==> src/rtl/vidseq_pkg.sv <==
package vidseq_pkg;

    // register offsets on the write port
    localparam int REG_PERIOD  = 0;
    localparam int REG_STRIDE  = 1;
    localparam int REG_S0_BASE = 2;
    localparam int REG_S0_CFG  = 3;
    localparam int REG_CTRL    = 6;
    localparam int SLOT_STEP   = 2;
    localparam int NUM_SLOTS   = 2;

    // control word bit positions
    localparam int CB_START    = 0;
    localparam int CB_HALT     = 1;
    localparam int CB_ALT      = 2;
    localparam int CB_WRAP     = 3;
    localparam int CB_FIRST    = 4;
    localparam int CB_SELFHALT = 5;

    typedef struct packed {
        logic alternate;
        logic wrap_all;
        logic first;
        logic self_halt;
    } mode_t;

endpackage

==> src/rtl/vidseq_regs.sv <==
module vidseq_regs
    import vidseq_pkg::*;
#(
    parameter int ADDR_W = 24,
    parameter int PER_W  = 16,
    parameter int FCNT_W = 12,
    parameter int LCNT_W = 8,
    parameter int DATA_W = 24,
    parameter int RA_W   = 3
) (
    input  logic                             clk,
    input  logic                             rst_n,
    input  logic                             wr_en,
    input  logic [RA_W-1:0]                  wr_addr,
    input  logic [DATA_W-1:0]                wr_data,
    output logic [PER_W-1:0]                 period,
    output logic [ADDR_W-1:0]                stride,
    output logic [NUM_SLOTS-1:0][ADDR_W-1:0] base,
    output logic [NUM_SLOTS-1:0][FCNT_W-1:0] frames,
    output logic [NUM_SLOTS-1:0][LCNT_W-1:0] loops,
    output logic                             ctl_wr,
    output logic                             ctl_start,
    output logic                             ctl_halt,
    output mode_t                            ctl_mode
);

    localparam int LOOP_LSB = FCNT_W;

    typedef struct packed {
        logic [PER_W-1:0]                 period;
        logic [ADDR_W-1:0]                stride;
        logic [NUM_SLOTS-1:0][ADDR_W-1:0] base;
        logic [NUM_SLOTS-1:0][FCNT_W-1:0] frames;
        logic [NUM_SLOTS-1:0][LCNT_W-1:0] loops;
    } regs_t;

    regs_t r_d, r_q;

    always_comb begin
        r_d = r_q;
        if (wr_en) begin
            if (wr_addr == RA_W'(REG_PERIOD)) r_d.period = wr_data[PER_W-1:0];
            if (wr_addr == RA_W'(REG_STRIDE)) r_d.stride = wr_data[ADDR_W-1:0];
            for (int s = 0; s < NUM_SLOTS; s++) begin
                if (wr_addr == RA_W'(REG_S0_BASE + SLOT_STEP*s))
                    r_d.base[s] = wr_data[ADDR_W-1:0];
                if (wr_addr == RA_W'(REG_S0_CFG + SLOT_STEP*s)) begin
                    r_d.frames[s] = wr_data[FCNT_W-1:0];
                    r_d.loops[s]  = wr_data[LOOP_LSB +: LCNT_W];
                end
            end
        end
    end

    always_ff @(posedge clk) begin
        if (!rst_n) r_q <= '0;
        else        r_q <= r_d;
    end

    assign period = r_q.period;
    assign stride = r_q.stride;
    assign base   = r_q.base;
    assign frames = r_q.frames;
    assign loops  = r_q.loops;

    // the control word acts on the edge it is written; mode is captured by the sequencer
    assign ctl_wr             = wr_en && (wr_addr == RA_W'(REG_CTRL));
    assign ctl_start          = wr_data[CB_START];
    assign ctl_halt           = wr_data[CB_HALT];
    assign ctl_mode.alternate = wr_data[CB_ALT];
    assign ctl_mode.wrap_all  = wr_data[CB_WRAP];
    assign ctl_mode.first     = wr_data[CB_FIRST];
    assign ctl_mode.self_halt = wr_data[CB_SELFHALT];

endmodule

==> src/rtl/vidseq_timer.sv <==
module vidseq_timer #(
    parameter int PER_W = 16
) (
    input  logic             clk,
    input  logic             rst_n,
    input  logic             run,
    input  logic             restart,
    input  logic [PER_W-1:0] period,
    output logic             tick
);

    logic [PER_W-1:0] cnt_d, cnt_q;

    // last cycle of a frame: count+1 reaches period (period 0 acts as 1)
    assign tick = run && (({1'b0, cnt_q} + 1'b1) >= {1'b0, period});

    always_comb begin
        if (!run || restart) cnt_d = '0;
        else if (tick)       cnt_d = '0;
        else                 cnt_d = cnt_q + 1'b1;
    end

    always_ff @(posedge clk) begin
        if (!rst_n) cnt_q <= '0;
        else        cnt_q <= cnt_d;
    end

endmodule

==> src/rtl/vidseq_core.sv <==
module vidseq_core
    import vidseq_pkg::*;
#(
    parameter int ADDR_W = 24,
    parameter int FCNT_W = 12,
    parameter int LCNT_W = 8
) (
    input  logic                             clk,
    input  logic                             rst_n,
    input  logic [ADDR_W-1:0]                stride,
    input  logic [NUM_SLOTS-1:0][ADDR_W-1:0] base,
    input  logic [NUM_SLOTS-1:0][FCNT_W-1:0] frames,
    input  logic [NUM_SLOTS-1:0][LCNT_W-1:0] loops,
    input  logic                             ctl_wr,
    input  logic                             ctl_start,
    input  logic                             ctl_halt,
    input  mode_t                            ctl_mode,
    input  logic                             tick,
    output logic                             strobe_next,
    output logic                             running,
    output logic [ADDR_W-1:0]                frame_addr,
    output logic                             frame_strobe,
    output logic                             light_en,
    output logic                             done,
    output logic                             cur_slot
);

    typedef struct packed {
        logic              run;
        logic              light;
        logic              hold;
        logic              skip;
        logic              halt_pend;
        logic              slot;
        logic [FCNT_W-1:0] fidx;
        logic [LCNT_W-1:0] lidx;
        logic [ADDR_W-1:0] addr;
        logic              strobe;
        logic              done;
        mode_t             mode;
    } seq_t;

    seq_t s_d, s_q;

    logic              advance;
    logic              slot_finished;
    logic              is_last;
    logic              do_enter;
    logic              enter_slot;
    logic [FCNT_W:0]   fnext;
    logic [LCNT_W:0]   lnext;
    logic              loop_forever;

    assign advance      = s_q.run && (s_q.skip || tick);
    assign fnext        = {1'b0, s_q.fidx} + 1'b1;
    assign lnext        = {1'b0, s_q.lidx} + 1'b1;
    assign loop_forever = (loops[s_q.slot] == '0) && !s_q.mode.alternate;
    assign is_last      = s_q.mode.alternate ? (s_q.slot != s_q.mode.first) : 1'b1;

    always_comb begin
        s_d           = s_q;
        s_d.strobe    = 1'b0;
        s_d.done      = 1'b0;
        slot_finished = 1'b0;
        do_enter      = 1'b0;
        enter_slot    = s_q.slot;

        // frame boundary: pending halt first, then next frame, next repeat or slot end
        if (advance) begin
            if (s_q.halt_pend) begin
                s_d.run       = 1'b0;
                s_d.light     = 1'b0;
                s_d.hold      = 1'b0;
                s_d.skip      = 1'b0;
                s_d.halt_pend = 1'b0;
            end else if (s_q.hold) begin
                s_d.hold = 1'b1;
            end else if (s_q.skip) begin
                slot_finished = 1'b1;
            end else if (fnext < {1'b0, frames[s_q.slot]}) begin
                s_d.fidx   = fnext[FCNT_W-1:0];
                s_d.addr   = s_q.addr + stride;
                s_d.strobe = 1'b1;
            end else if (loop_forever || (lnext < {1'b0, loops[s_q.slot]})) begin
                s_d.lidx   = lnext[LCNT_W-1:0];
                s_d.fidx   = '0;
                s_d.addr   = base[s_q.slot];
                s_d.strobe = 1'b1;
            end else begin
                slot_finished = 1'b1;
            end
        end

        // slot used up: move on, wrap, halt by itself or hold
        if (slot_finished) begin
            if (!is_last) begin
                do_enter   = 1'b1;
                enter_slot = ~s_q.slot;
            end else if (s_q.mode.wrap_all) begin
                do_enter   = 1'b1;
                enter_slot = s_q.mode.first;
            end else if (s_q.mode.self_halt) begin
                s_d.run   = 1'b0;
                s_d.light = 1'b0;
                s_d.skip  = 1'b0;
                s_d.done  = 1'b1;
            end else begin
                s_d.hold = 1'b1;
                s_d.skip = 1'b0;
            end
        end

        // control write: halt has priority over start
        if (ctl_wr && ctl_halt) begin
            if (s_d.run) s_d.halt_pend = 1'b1;
        end else if (ctl_wr && ctl_start) begin
            s_d.mode      = ctl_mode;
            s_d.run       = 1'b1;
            s_d.light     = 1'b1;
            s_d.hold      = 1'b0;
            s_d.halt_pend = 1'b0;
            s_d.done      = 1'b0;
            do_enter      = 1'b1;
            enter_slot    = ctl_mode.first;
        end

        // entering a slot: an empty slot is skipped on the following cycle
        if (do_enter) begin
            s_d.slot = enter_slot;
            s_d.fidx = '0;
            s_d.lidx = '0;
            if (frames[enter_slot] == '0) begin
                s_d.skip   = 1'b1;
                s_d.strobe = 1'b0;
            end else begin
                s_d.skip   = 1'b0;
                s_d.addr   = base[enter_slot];
                s_d.strobe = 1'b1;
            end
        end
    end

    always_ff @(posedge clk) begin
        if (!rst_n) s_q <= '0;
        else        s_q <= s_d;
    end

    assign strobe_next  = s_d.strobe;
    assign running      = s_q.run;
    assign frame_addr   = s_q.addr;
    assign frame_strobe = s_q.strobe;
    assign light_en     = s_q.light;
    assign done         = s_q.done;
    assign cur_slot     = s_q.slot;

endmodule

==> src/rtl/vidseq_top.sv <==
module vidseq_top
    import vidseq_pkg::*;
#(
    parameter int ADDR_W = 24,
    parameter int PER_W  = 16,
    parameter int FCNT_W = 12,
    parameter int LCNT_W = 8,
    parameter int DATA_W = 24,
    parameter int RA_W   = 3
) (
    input  logic              clk,
    input  logic              rst_n,
    input  logic              wr_en,
    input  logic [RA_W-1:0]   wr_addr,
    input  logic [DATA_W-1:0] wr_data,
    output logic [ADDR_W-1:0] frame_addr,
    output logic              frame_strobe,
    output logic              light_en,
    output logic              busy,
    output logic              done,
    output logic              cur_slot
);

    logic [PER_W-1:0]                 period;
    logic [ADDR_W-1:0]                stride;
    logic [NUM_SLOTS-1:0][ADDR_W-1:0] base;
    logic [NUM_SLOTS-1:0][FCNT_W-1:0] frames;
    logic [NUM_SLOTS-1:0][LCNT_W-1:0] loops;
    logic                             ctl_wr;
    logic                             ctl_start;
    logic                             ctl_halt;
    mode_t                            ctl_mode;
    logic                             tick;
    logic                             strobe_next;
    logic                             running;

    vidseq_regs #(
        .ADDR_W(ADDR_W), .PER_W(PER_W), .FCNT_W(FCNT_W),
        .LCNT_W(LCNT_W), .DATA_W(DATA_W), .RA_W(RA_W)
    ) u_regs (
        .clk(clk), .rst_n(rst_n), .wr_en(wr_en), .wr_addr(wr_addr), .wr_data(wr_data),
        .period(period), .stride(stride), .base(base), .frames(frames), .loops(loops),
        .ctl_wr(ctl_wr), .ctl_start(ctl_start), .ctl_halt(ctl_halt), .ctl_mode(ctl_mode)
    );

    vidseq_timer #(.PER_W(PER_W)) u_timer (
        .clk(clk), .rst_n(rst_n), .run(running), .restart(strobe_next),
        .period(period), .tick(tick)
    );

    vidseq_core #(.ADDR_W(ADDR_W), .FCNT_W(FCNT_W), .LCNT_W(LCNT_W)) u_core (
        .clk(clk), .rst_n(rst_n), .stride(stride), .base(base), .frames(frames),
        .loops(loops), .ctl_wr(ctl_wr), .ctl_start(ctl_start), .ctl_halt(ctl_halt),
        .ctl_mode(ctl_mode), .tick(tick), .strobe_next(strobe_next), .running(running),
        .frame_addr(frame_addr), .frame_strobe(frame_strobe), .light_en(light_en),
        .done(done), .cur_slot(cur_slot)
    );

    assign busy = running;

endmodule

==> config.mk <==
export PLATFORM = sky130hd
export DESIGN_NAME = vidseq_top
export DESIGN_NICKNAME = d
export VERILOG_FILES = /design/src/rtl/vidseq_pkg.sv /design/src/rtl/vidseq_regs.sv /design/src/rtl/vidseq_timer.sv /design/src/rtl/vidseq_core.sv /design/src/rtl/vidseq_top.sv
export SDC_FILE = /design/constraint.sdc
export NUM_CORES = 1
export LEC_CHECK = 0
export BUFFER_PORTS_ARGS = -buffer_cell sky130_fd_sc_hd__buf_2
export CAP_MARGIN = 20
export CORE_MARGIN = 4
export CORE_UTILIZATION = 55
export CTS_BUF_LIST = sky130_fd_sc_hd__clkbuf_4 sky130_fd_sc_hd__clkbuf_8
export CTS_CLUSTER_SIZE = 28
export DETAILED_ROUTE_END_ITERATION = 8
export PLACE_DENSITY = 0.81
export SKIP_CTS_REPAIR_TIMING = 1
export SLEW_MARGIN = 10
export SYNTH_ARGS = -nofsm -noshare
export SYNTH_HDL_FRONTEND = slang
export SYNTH_SLANG_ARGS = --single-unit
export TNS_END_PERCENT = 10
==> constraint.sdc <==
create_clock -name clk -period 5.8 [get_ports clk]
set_clock_uncertainty 0.15 [all_clocks]
set_input_delay 0 -clock clk [delete_from_list [all_inputs] [get_ports clk]]
set_output_delay 0 -clock clk [all_outputs]
set_load 0.05 [all_outputs]
==> impl_metrics.csv, run 1 <==
group,metric,value,unit
route,drtPass1Iterations,5,
route,vias_per_cell,5.98,
global_routing,grt_pass1_vias,9400,
critical_path,required,6.06,ns
critical_path,crit_slowest_cell,"nand4_1",
synth,synth_seq_cells,200,
synth,syn-num-nets,1447,
clocking,cts.sinks,200,
pwr,ir_worst_vdd,0.140,mV
route,ant_nets,0,
critical_path,critPathBufInv,0,
placement,hpwl,21000,um
sta,timing.final.crit_period,4.66,ns
sta,worst_pin_slew,1.14,ns
critical_path,timing.rr.end,"u_timer.cnt_q[5]$_SDFF_PP0_",
sta,final.period_utilization,80.4,%
synth,avgSynthCellArea,8.01,um^2
clocking,cts_root_buf,"clkbuf_8",
floorplanning,io_pins,59,
critical_path,r2r-start,"u_core.s_q[38]$_SDFFE_PP0P_",
layout,nets,1479,
global_routing,grt_max_degree,76,
sta,max_freq,214,MHz
floorplanning,coreArea,19500,um^2
layout,syn_to_final_growth,8.97,%
global_routing,grt_pass1_wl,48500,um
route,via_count,9961,
synth,synth_top_area_share,36.9,%
sta,finalMaxSlewViolations,0,
floorplanning,die_h,149,um
critical_path,crit_type,"reg2reg",
clocking,clockBufferDepth,2,
placement,placement.io_buffers,58,
run_status,status,"finished clean",
synth,seq_area_frac_synth,36.9,%
critical_path,arrival,4.92,ns
floorplanning,design.die.area,22100,um^2
floorplanning,rows,51,
synth,async_flop_share,0,%
clocking,cts_tree,"yes",
hold_path,whs_path_depth,4,
synth,ys_top_cells_by_count,"nand2_1 (319), dfxtp_1 (200), a21oi_1 (183), nor2_1 (68), mux2i_1 (64)",
critical_path,worstPathCellList,"ha_1 -> nand3_1 -> nor3_1 -> nand3_1 -> xnor2_1 -> ha_1 -> a21o_1 -> a21oi_1 -> o21ai_1 -> a211oi_2 -> o21ai_2 -> nand2_2 -> o41a_1 -> nand4_1 -> nor2b_1",
placement,place_area,11200,um^2
route,routedWlPerCell,18.4,um
route,routed_wirelength,30600,um
layout,final_area,11800,um^2
sta,hold_ws,0.173,ns
critical_path,critical_path.endpoint_type,"flop",
sta,tns,0,ns
critical_path,slowest_delay,0.62,ns
placement,post-place-ws,1.19,ns
route,first_iter_violations,1108,
pwr,power.density,211,nW/um^2
synth,syn_area,10900,um^2
clocking,path_clk_slew,0.10,ns
critical_path,cp_top_family,"simple AND/OR/NAND/NOR gates",
floorplanning,die_x,149,um
critical_path,start_kind,"flop",
critical_path,r2r_slack,1.14,ns
sta,finalSetupViolCount,0,
synth,synth_edf_count,0,
clocking,htreeDepth,4,
global_routing,antenna_found_initial,1,
sta,finalHoldViolCount,0,
placement,place.gp.congestion,0.927,
global_routing,gr-total-overflow,0,
clocking,insertion_delay,0.49,ns
synth,synth.distinct_cells,74,
synth,yosys_warnings,0,
pwr,fin_total_pwr,0.00250,W
run,maxCapViolCount,0,
global_routing,track_usage,27.5,%
floorplanning,start_util,55.8,%
hold_path,min_path_type,"in2reg",
critical_path,r2r_cells,15,
layout,nFillCells,1709,
pwr,p_leak,4.32,nW
critical_path,cp_max_fo,16,
layout,drive_above_1_share,9.85,%
hold_path,min_from,"wr_data[20]",
synth,synth_top_cell_by_area,"dfxtp_1",
sta,slew_headroom,24.1,%
hold_path,min_to,"u_regs.base[44]$_SDFFE_PN0P_",
synth,synth-main-ff-cell,"dfxtp_1",
synth,synthCells,1356,
sta,fin_ws,1.14,ns
route,drc,0,
synth,synth_area_leaders,"dfxtp_1 (37%), nand2_1 (11%), a21oi_1 (8.4%), ha_1 (6.9%), mux2i_1 (5.9%)",
sta,rsz0062_at_grt,"no",
clocking,cts_buffers,17,
synth,synth_most_common_cell,"nand2_1",
-- cells by family (layout without fill, tap and decap cells) --
logic type               count (synthesis)  after routing  share of synthesized area, %
buffers and inverters                  120            165                          5.24
AND/OR/NAND/NOR                        515            515                          20.5
other                                    0              1                             0
AO/OA/AOI/OAI                          333            333                          19.1
adder cells (fa/ha/maj)                 61             61                          7.10
flip-flops                             200            200                          36.9
XOR/XNOR                                54             54                          4.35
multiplexers                            73             73                          6.83
-- where the power goes --
part | internal [W] | switching, W | leakage, nW
Sequential | 0.00139 | 0.0000162 | 1.62
Combinational | 0.0000767 | 0.000153 | 2.52
Clock | 0.000365 | 0.000494 | 0.187
Total | 0.00184 | 0.000663 | 4.32
-- how the worst max path moves through the flow --
stage                                             from                                to  cells after the start
after floorplan           u_core.cur_slot$_SDFFE_PN0N_  u_core.frame_addr[14]$_SDFF_PN0_                     15
after detailed placement   u_core.s_q[38]$_SDFFE_PP0P_       u_timer.cnt_q[5]$_SDFF_PP0_                     15
final                      u_core.s_q[38]$_SDFFE_PP0P_       u_timer.cnt_q[5]$_SDFF_PP0_                     15
after CTS                  u_core.s_q[38]$_SDFFE_PP0P_       u_timer.cnt_q[5]$_SDFF_PP0_                     15
after global routing       u_timer.cnt_q[0]$_SDFF_PP0_  u_core.frame_addr[23]$_SDFF_PN0_                     15
after global placement     u_timer.cnt_q[0]$_SDFF_PP0_  u_core.frame_addr[23]$_SDFF_PN0_                     15
-- layout by cell type, fill, tap and decap left out, types with 13 or more instances in the layout --
cell type / n
nand2_1: 319
clkbuf_8: 18
o21ai_0: 37
xor2_1: 22
dlygate4sd3_1: 29
a21oi_1: 183
nor2_1: 67
nand3_1: 29
nor4_1: 14
inv_1: 28
a221oi_1: 13
buf_4: 17
nor3_1: 13
buf_2: 58
dfxtp_1: 199
nor2b_1: 22
xnor2_1: 32
mux2i_1: 64
ha_1: 60
-- per-stage QoR --
| stage | instances | utilization, % |
|---|---|---|
| 2_1_floorplan | 1356 | - |
| 3_3_place_gp | 1605 | 57.4 |
| 3_5_place_dp | 1605 | 57.4 |
| 4_1_cts | 1637 | 59.3 |
| 5_1_grt | 1667 | 60.8 |
| 6_report | 1667 | 60.8 |
-- area by class of cell --
cell class / count / area [um^2] / share of cell area [%]
Clock buffer: 21 / 270 / 2.28
Tap cell: 265 / 332 / 2.80
Antenna cell: 1 / 2.50 / 0.0211
Inverter: 29 / 111 / 0.941
Clock inverter: 11 / 98.8 / 0.835
Sequential cell: 200 / 4010 / 33.8
Timing Repair Buffer: 104 / 708 / 5.98
Multi-Input combinational cell: 1036 / 6310 / 53.3
-- metal layers --
layer / global-route usage, % / wire length, um
met5: 0 / 0
met3: 5.33 / 2430
met4: 11.5 / 1020
met2: 43.5 / 14100
met1: 36.9 / 13100
-- registers in the layout, indices dropped and copies added (netlist names), 16 cells and up --
name               flops
u_core.frame_addr     24
u_core.s_q            27
u_regs.base           48
u_regs.frames         24
u_regs.loops          16
u_regs.period         16
u_regs.stride         24
u_timer.cnt_q         16
-- worst reg2reg max path: stages, from the launching register on --
cell      delay (ns)
dfxtp_1         0.40
ha_1            0.26
nand3_1         0.17
nor3_1          0.41
nand3_1         0.15
xnor2_1         0.20
ha_1            0.27
a21o_1          0.18
a21oi_1         0.13
o21ai_1         0.11
a211oi_2        0.55
o21ai_2         0.15
nand2_2         0.18
o41a_1          0.32
nand4_1         0.62
nor2b_1         0.33
No activity file was read; power rests on OpenSTA's default activity.
==> inputs of run 2 (changes only) <==
clock period = 4.55 ns   (was 5.8 ns; I/O delays follow)
==> impl_metrics.csv, run 2 (synthesized netlist as in run 1, its figures left out) <==
group,metric,value,unit
sta,timing.final.crit_period,4.20,ns
floorplanning,rows,51,
clocking,path_clk_slew,0.11,ns
critical_path,cp_max_fo,45,
route,drtPass1Iterations,5,
layout,layout_common_cells,"nand2_1 (319), dfxtp_1 (199), a21oi_1 (182)",
sta,rsz0062_at_grt,"no",
floorplanning,coreArea,19500,um^2
hold_path,whs_path_depth,4,
critical_path,arrival,4.45,ns
clocking,cts_root_buf,"clkbuf_8",
critical_path,r2r-start,"u_timer.cnt_q[0]$_SDFF_PP0_",
floorplanning,die_h,149,um
route,routed_wirelength,30300,um
placement,hpwl,20300,um
hold_path,min_from,"wr_data[21]",
global_routing,grt_pass1_vias,9351,
critical_path,timing.rr.end,"u_core.frame_addr[12]$_SDFF_PN0_",
hold_path,min_path_type,"in2reg",
floorplanning,start_util,55.8,%
critical_path,crit_type,"reg2reg",
route,routedWlPerCell,18.1,um
sta,max_freq,238,MHz
clocking,cts_tree,"yes",
floorplanning,die_x,149,um
placement,placement.io_buffers,58,
clocking,htreeDepth,4,
floorplanning,io_pins,59,
pwr,power.density,276,nW/um^2
clocking,cts_buffers,17,
clocking,insertion_delay,0.49,ns
global_routing,grt_pass1_wl,48300,um
placement,place_area,11200,um^2
layout,syn_to_final_growth,10.1,%
layout,nets,1486,
sta,tns,0,ns
layout,n_antenna_cell,0,
run,maxCapViolCount,0,
critical_path,r2r_slack,0.35,ns
route,vias_per_cell,5.96,
layout,nFillCells,1662,
clocking,cts.sinks,200,
route,ant_nets,0,
placement,place.gp.congestion,0.938,
critical_path,critical_path.endpoint_type,"flop",
sta,final.period_utilization,92.4,%
route,via_count,9973,
critical_path,start_kind,"flop",
clocking,clockBufferDepth,2,
sta,finalMaxSlewViolations,0,
critical_path,required,4.79,ns
hold_path,min_to,"u_regs.base[45]$_SDFFE_PN0P_",
global_routing,grt_max_degree,104,
pwr,p_leak,4.37,nW
layout,drive_above_1_share,10.4,%
run_status,status,"finished clean",
layout,final_area,12000,um^2
route,first_iter_violations,954,
pwr,ir_worst_vdd,0.225,mV
global_routing,track_usage,27.4,%
route,drc,0,
floorplanning,design.die.area,22100,um^2
sta,slew_headroom,24.9,%
global_routing,antenna_found_initial,0,
sta,finalHoldViolCount,0,
sta,finalSetupViolCount,0,
layout,final_common_cell,"nand2_1",
critical_path,r2r_cells,16,
global_routing,gr-total-overflow,0,
layout,largest_reg_flops,48,
sta,worst_pin_slew,1.12,ns
[run 2: worst max path at each step]
| stage | start | to | cells past startpoint |
|---|---|---|---|
| global placement | u_timer.cnt_q[0]$_SDFF_PP0_ | u_core.frame_addr[11]$_SDFF_PN0_ | 16 |
| CTS | u_timer.cnt_q[0]$_SDFF_PP0_ | u_core.frame_addr[12]$_SDFF_PN0_ | 16 |
| finish | u_timer.cnt_q[0]$_SDFF_PP0_ | u_core.frame_addr[12]$_SDFF_PN0_ | 16 |
| floorplan | u_core.cur_slot$_SDFFE_PN0N_ | u_core.frame_addr[14]$_SDFF_PN0_ | 15 |
| global route | u_core.s_q[40]$_SDFFE_PP0P_ | u_core.s_q[42]$_SDFFE_PP0P_ | 14 |
| detailed placement | u_timer.cnt_q[0]$_SDFF_PP0_ | u_core.frame_addr[12]$_SDFF_PN0_ | 15 |
[run 2: power breakdown]
| group | internal (W) | switching [W] | total (W) |
|---|---|---|---|
| clock network | 0.000531 | 0.000677 | 0.00121 |
| logic | 0.000103 | 0.000196 | 0.000299 |
| registers | 0.00178 | 0.0000216 | 0.00180 |
[run 2: stage by stage]
| step | setup slack, ns | util, % | instances | power, W | hold WS, ns |
|---|---|---|---|---|---|
| after floorplan | 0.0662 | - | 1356 | 0.00200 | -0.0140 |
| after global placement | 0.462 | 57.8 | 1612 | 0.00210 | 0.114 |
| after detailed placement | 0.334 | 57.8 | 1612 | 0.00211 | 0.119 |
| after CTS | 0.291 | 59.9 | 1644 | 0.00328 | -0.422 |
| after global routing | 0.0855 | 61.5 | 1673 | 0.00341 | 0.155 |
| final | 0.347 | 61.5 | 1673 | 0.00331 | 0.152 |
[run 2: per-layer routing]
metal	vias to the layer above	track usage [%]	routed length, um
li1	4783	-	-
met1	4695	36.1	12800
met2	421	44.4	14200
met3	74	5.61	2380
met4	0	10.6	885
met5	-	0	0
[run 2: cell type report]
type / instances / area [um^2] / share of cell area [%]
timing repair buffer: 111 / 786 / 6.57
multi-input combinational: 1036 / 6320 / 52.8
inverter: 29 / 111 / 0.931
clock buffer: 20 / 269 / 2.25
clock inverter: 12 / 141 / 1.18
sequential: 200 / 4010 / 33.5
tap: 265 / 332 / 2.77
[run 2: critical path, stage by stage (launching register included)]
cell and delay, ns:
dfxtp_1 0.39, ha_1 0.23, nand2_1 0.09, or3_1 0.45, nor2_1 0.17, xor2_1 0.11
ha_1 0.31, nand2_1 0.07, o21ai_0 0.27, o2111ai_1 0.21, a21oi_2 0.25, o31a_2 0.22
nand2_2 0.12, o41ai_4 0.37, buf_12 0.28, a221oi_1 0.09, a221oi_1 0.32
==> inputs of run 3 (changes only) <==
CORE_UTILIZATION = 40   (was 55)
PLACE_DENSITY = 0.64   (was 0.81)
SLEW_MARGIN = 0   (was 10)
==> impl_metrics.csv, run 3 (synthesized netlist as in run 1, its figures left out) <==
group,metric,value,unit
run_status,status,"finished clean",
clocking,cts_tree,"yes",
clocking,insertion_delay,0.49,ns
floorplanning,die_x,173,um
sta,finalMaxSlewViolations,0,
sta,hold_ws,0.167,ns
global_routing,track_usage,20.5,%
global_routing,grt_pass1_wl,49600,um
route,routedWlPerCell,18.1,um
floorplanning,rows,60,
pwr,swShare,27.2,%
global_routing,gr-total-overflow,0,
layout,largest_reg_flops,48,
clocking,htreeDepth,4,
pwr,p_sw,0.000911,W
layout,multi_input_area,6320,um^2
critical_path,startpoint,"u_core.s_q[38]$_SDFFE_PP0P_",
placement,post-place-ws,0.294,ns
layout,drive_above_1_share,10.6,%
critical_path,arrival,4.42,ns
floorplanning,start_util,40.5,%
sta,finalHoldViolCount,0,
sta,rsz0062_at_grt,"no",
clocking,cts.sinks,200,
sta,fin_ws,0.352,ns
critical_path,cp_top_family,"compound AO/OA/AOI/OAI gates",
critical_path,crit_slowest_cell,"dfxtp_1",
sta,slew_headroom,28.0,%
critical_path,critPathBufInv,1,
layout,syn_to_final_growth,11.5,%
placement,placement.io_buffers,58,
sta,tns,0,ns
critical_path,start_kind,"flop",
route,first_iter_violations,716,
hold_path,min_path_type,"in2reg",
pwr,clockPowerShare,37.2,%
sta,final.period_utilization,92.3,%
layout,sequential_cell_area,4010,um^2
critical_path,crit_type,"reg2reg",
pwr,ir_worst_vdd,0.213,mV
critical_path,r2r-start,"u_core.s_q[38]$_SDFFE_PP0P_",
layout,final_common_cell,"nand2_1",
placement,hpwl,21800,um
pwr,power.density,276,nW/um^2
route,routed_wirelength,31700,um
pwr,p_leak,4.40,nW
pwr,pwr-share-comb,9.0,%
critical_path,slowest_delay,0.41,ns
global_routing,grt_pass1_vias,8993,
placement,place.gp.congestion,0.882,
layout,layout_common_cells,"nand2_1 (319), dfxtp_1 (199), a21oi_1 (182)",
layout,postLayoutCoreUtil,45.2,%
sta,finalSetupViolCount,0,
sta,worst_pin_slew,1.08,ns
route,drc,0,
clocking,clockBufferDepth,2,
sta,max_freq,238,MHz
clocking,cts_root_buf,"clkbuf_8",
floorplanning,die_h,173,um
critical_path,cp_max_fo,19,
critical_path,required,4.78,ns
critical_path,critical_path.endpoint_type,"flop",
route,drtPass1Iterations,5,
clocking,cts_buffers,17,
pwr,fin_total_pwr,0.00334,W
layout,nFillCells,2651,
run,maxCapViolCount,0,
layout,nets,1486,
floorplanning,io_pins,59,
route,vias_per_cell,5.53,
critical_path,worstPathCellList,"ha_1 -> nand3_1 -> nor3_1 -> nand3_1 -> xnor2_1 -> ha_1 -> a21o_1 -> a21oi_1 -> o21ai_1 -> a211oi_2 -> o221ai_2 -> buf_12 -> a221o_1 -> o21ai_0 -> a21oi_1",
floorplanning,coreArea,26800,um^2
global_routing,grt_max_degree,99,
hold_path,min_from,"wr_data[20]",
sta,timing.final.crit_period,4.20,ns
clocking,path_clk_slew,0.11,ns
route,via_count,9667,
floorplanning,design.die.area,29900,um^2
route,ant_nets,0,
pwr,p_seq_share,53.7,%
pwr,intPower,0.00243,W
layout,n_antenna_cell,0,
global_routing,antenna_found_initial,0,
-- run 3: path summary, 6_finish.rpt --
| kind | cells after the start | slack (ns) | endpoint |
|---|---|---|---|
| worst max-delay path | 15 | 0.35 | u_core.frame_addr[4]$_SDFF_PN0_ |
| worst min-delay path | 4 | 0.17 | u_regs.base[44]$_SDFFE_PN0P_ |
| worst min register to register | 2 | 0.31 | u_regs.period[15]$_SDFFE_PN0P_ |
| worst max register to register | 15 | 0.35 | u_core.frame_addr[4]$_SDFF_PN0_ |
-- run 3: tightest hold or removal path, cell delays in order --
cell and delay, ns:
dlygate4sd3_1 0.54, buf_2 0.14, nand2_1 0.05, a21oi_1 0.05
-- run 3: layer usage --
metal / part of all wire (%) / vias to the layer above / GRT usage (%) / wire length, um
met5: 0 / - / 0 / 0
met4: 2.0 / 0 / 5.29 / 619
met3: 6.3 / 42 / 3.63 / 2010
met2: 47 / 271 / 33.7 / 14900
met1: 45 / 4575 / 28.2 / 14200
li1: - / 4779 / - / -
-- run 3: final cells by class --
class / count / share of cell area [%]
Inverter: 29 / 0.919
Sequential cell: 200 / 33.1
Clock inverter: 12 / 1.27
Clock buffer: 20 / 2.27
Timing Repair Buffer: 111 / 6.75
Tap cell: 341 / 3.52
Multi-Input combinational cell: 1036 / 52.2
-- run 3: metrics by stage --
stage | instances | instance area, um^2
finish | 1749 | 12100
global route | 1749 | 12100
CTS | 1719 | 11800
detailed placement | 1687 | 11400
global placement | 1687 | 11400
floorplan | 1356 | 10900
-- run 3: power groups by stage --
stage	Clock [W]	Sequential [W]	Combinational, W
floorplan	0	0.00183	0.000171
global placement	0	0.00184	0.000272
detailed placement	0	0.00184	0.000275
CTS	0.00127	0.00180	0.000277
global route	0.00134	0.00180	0.000326
finish	0.00125	0.00180	0.000302
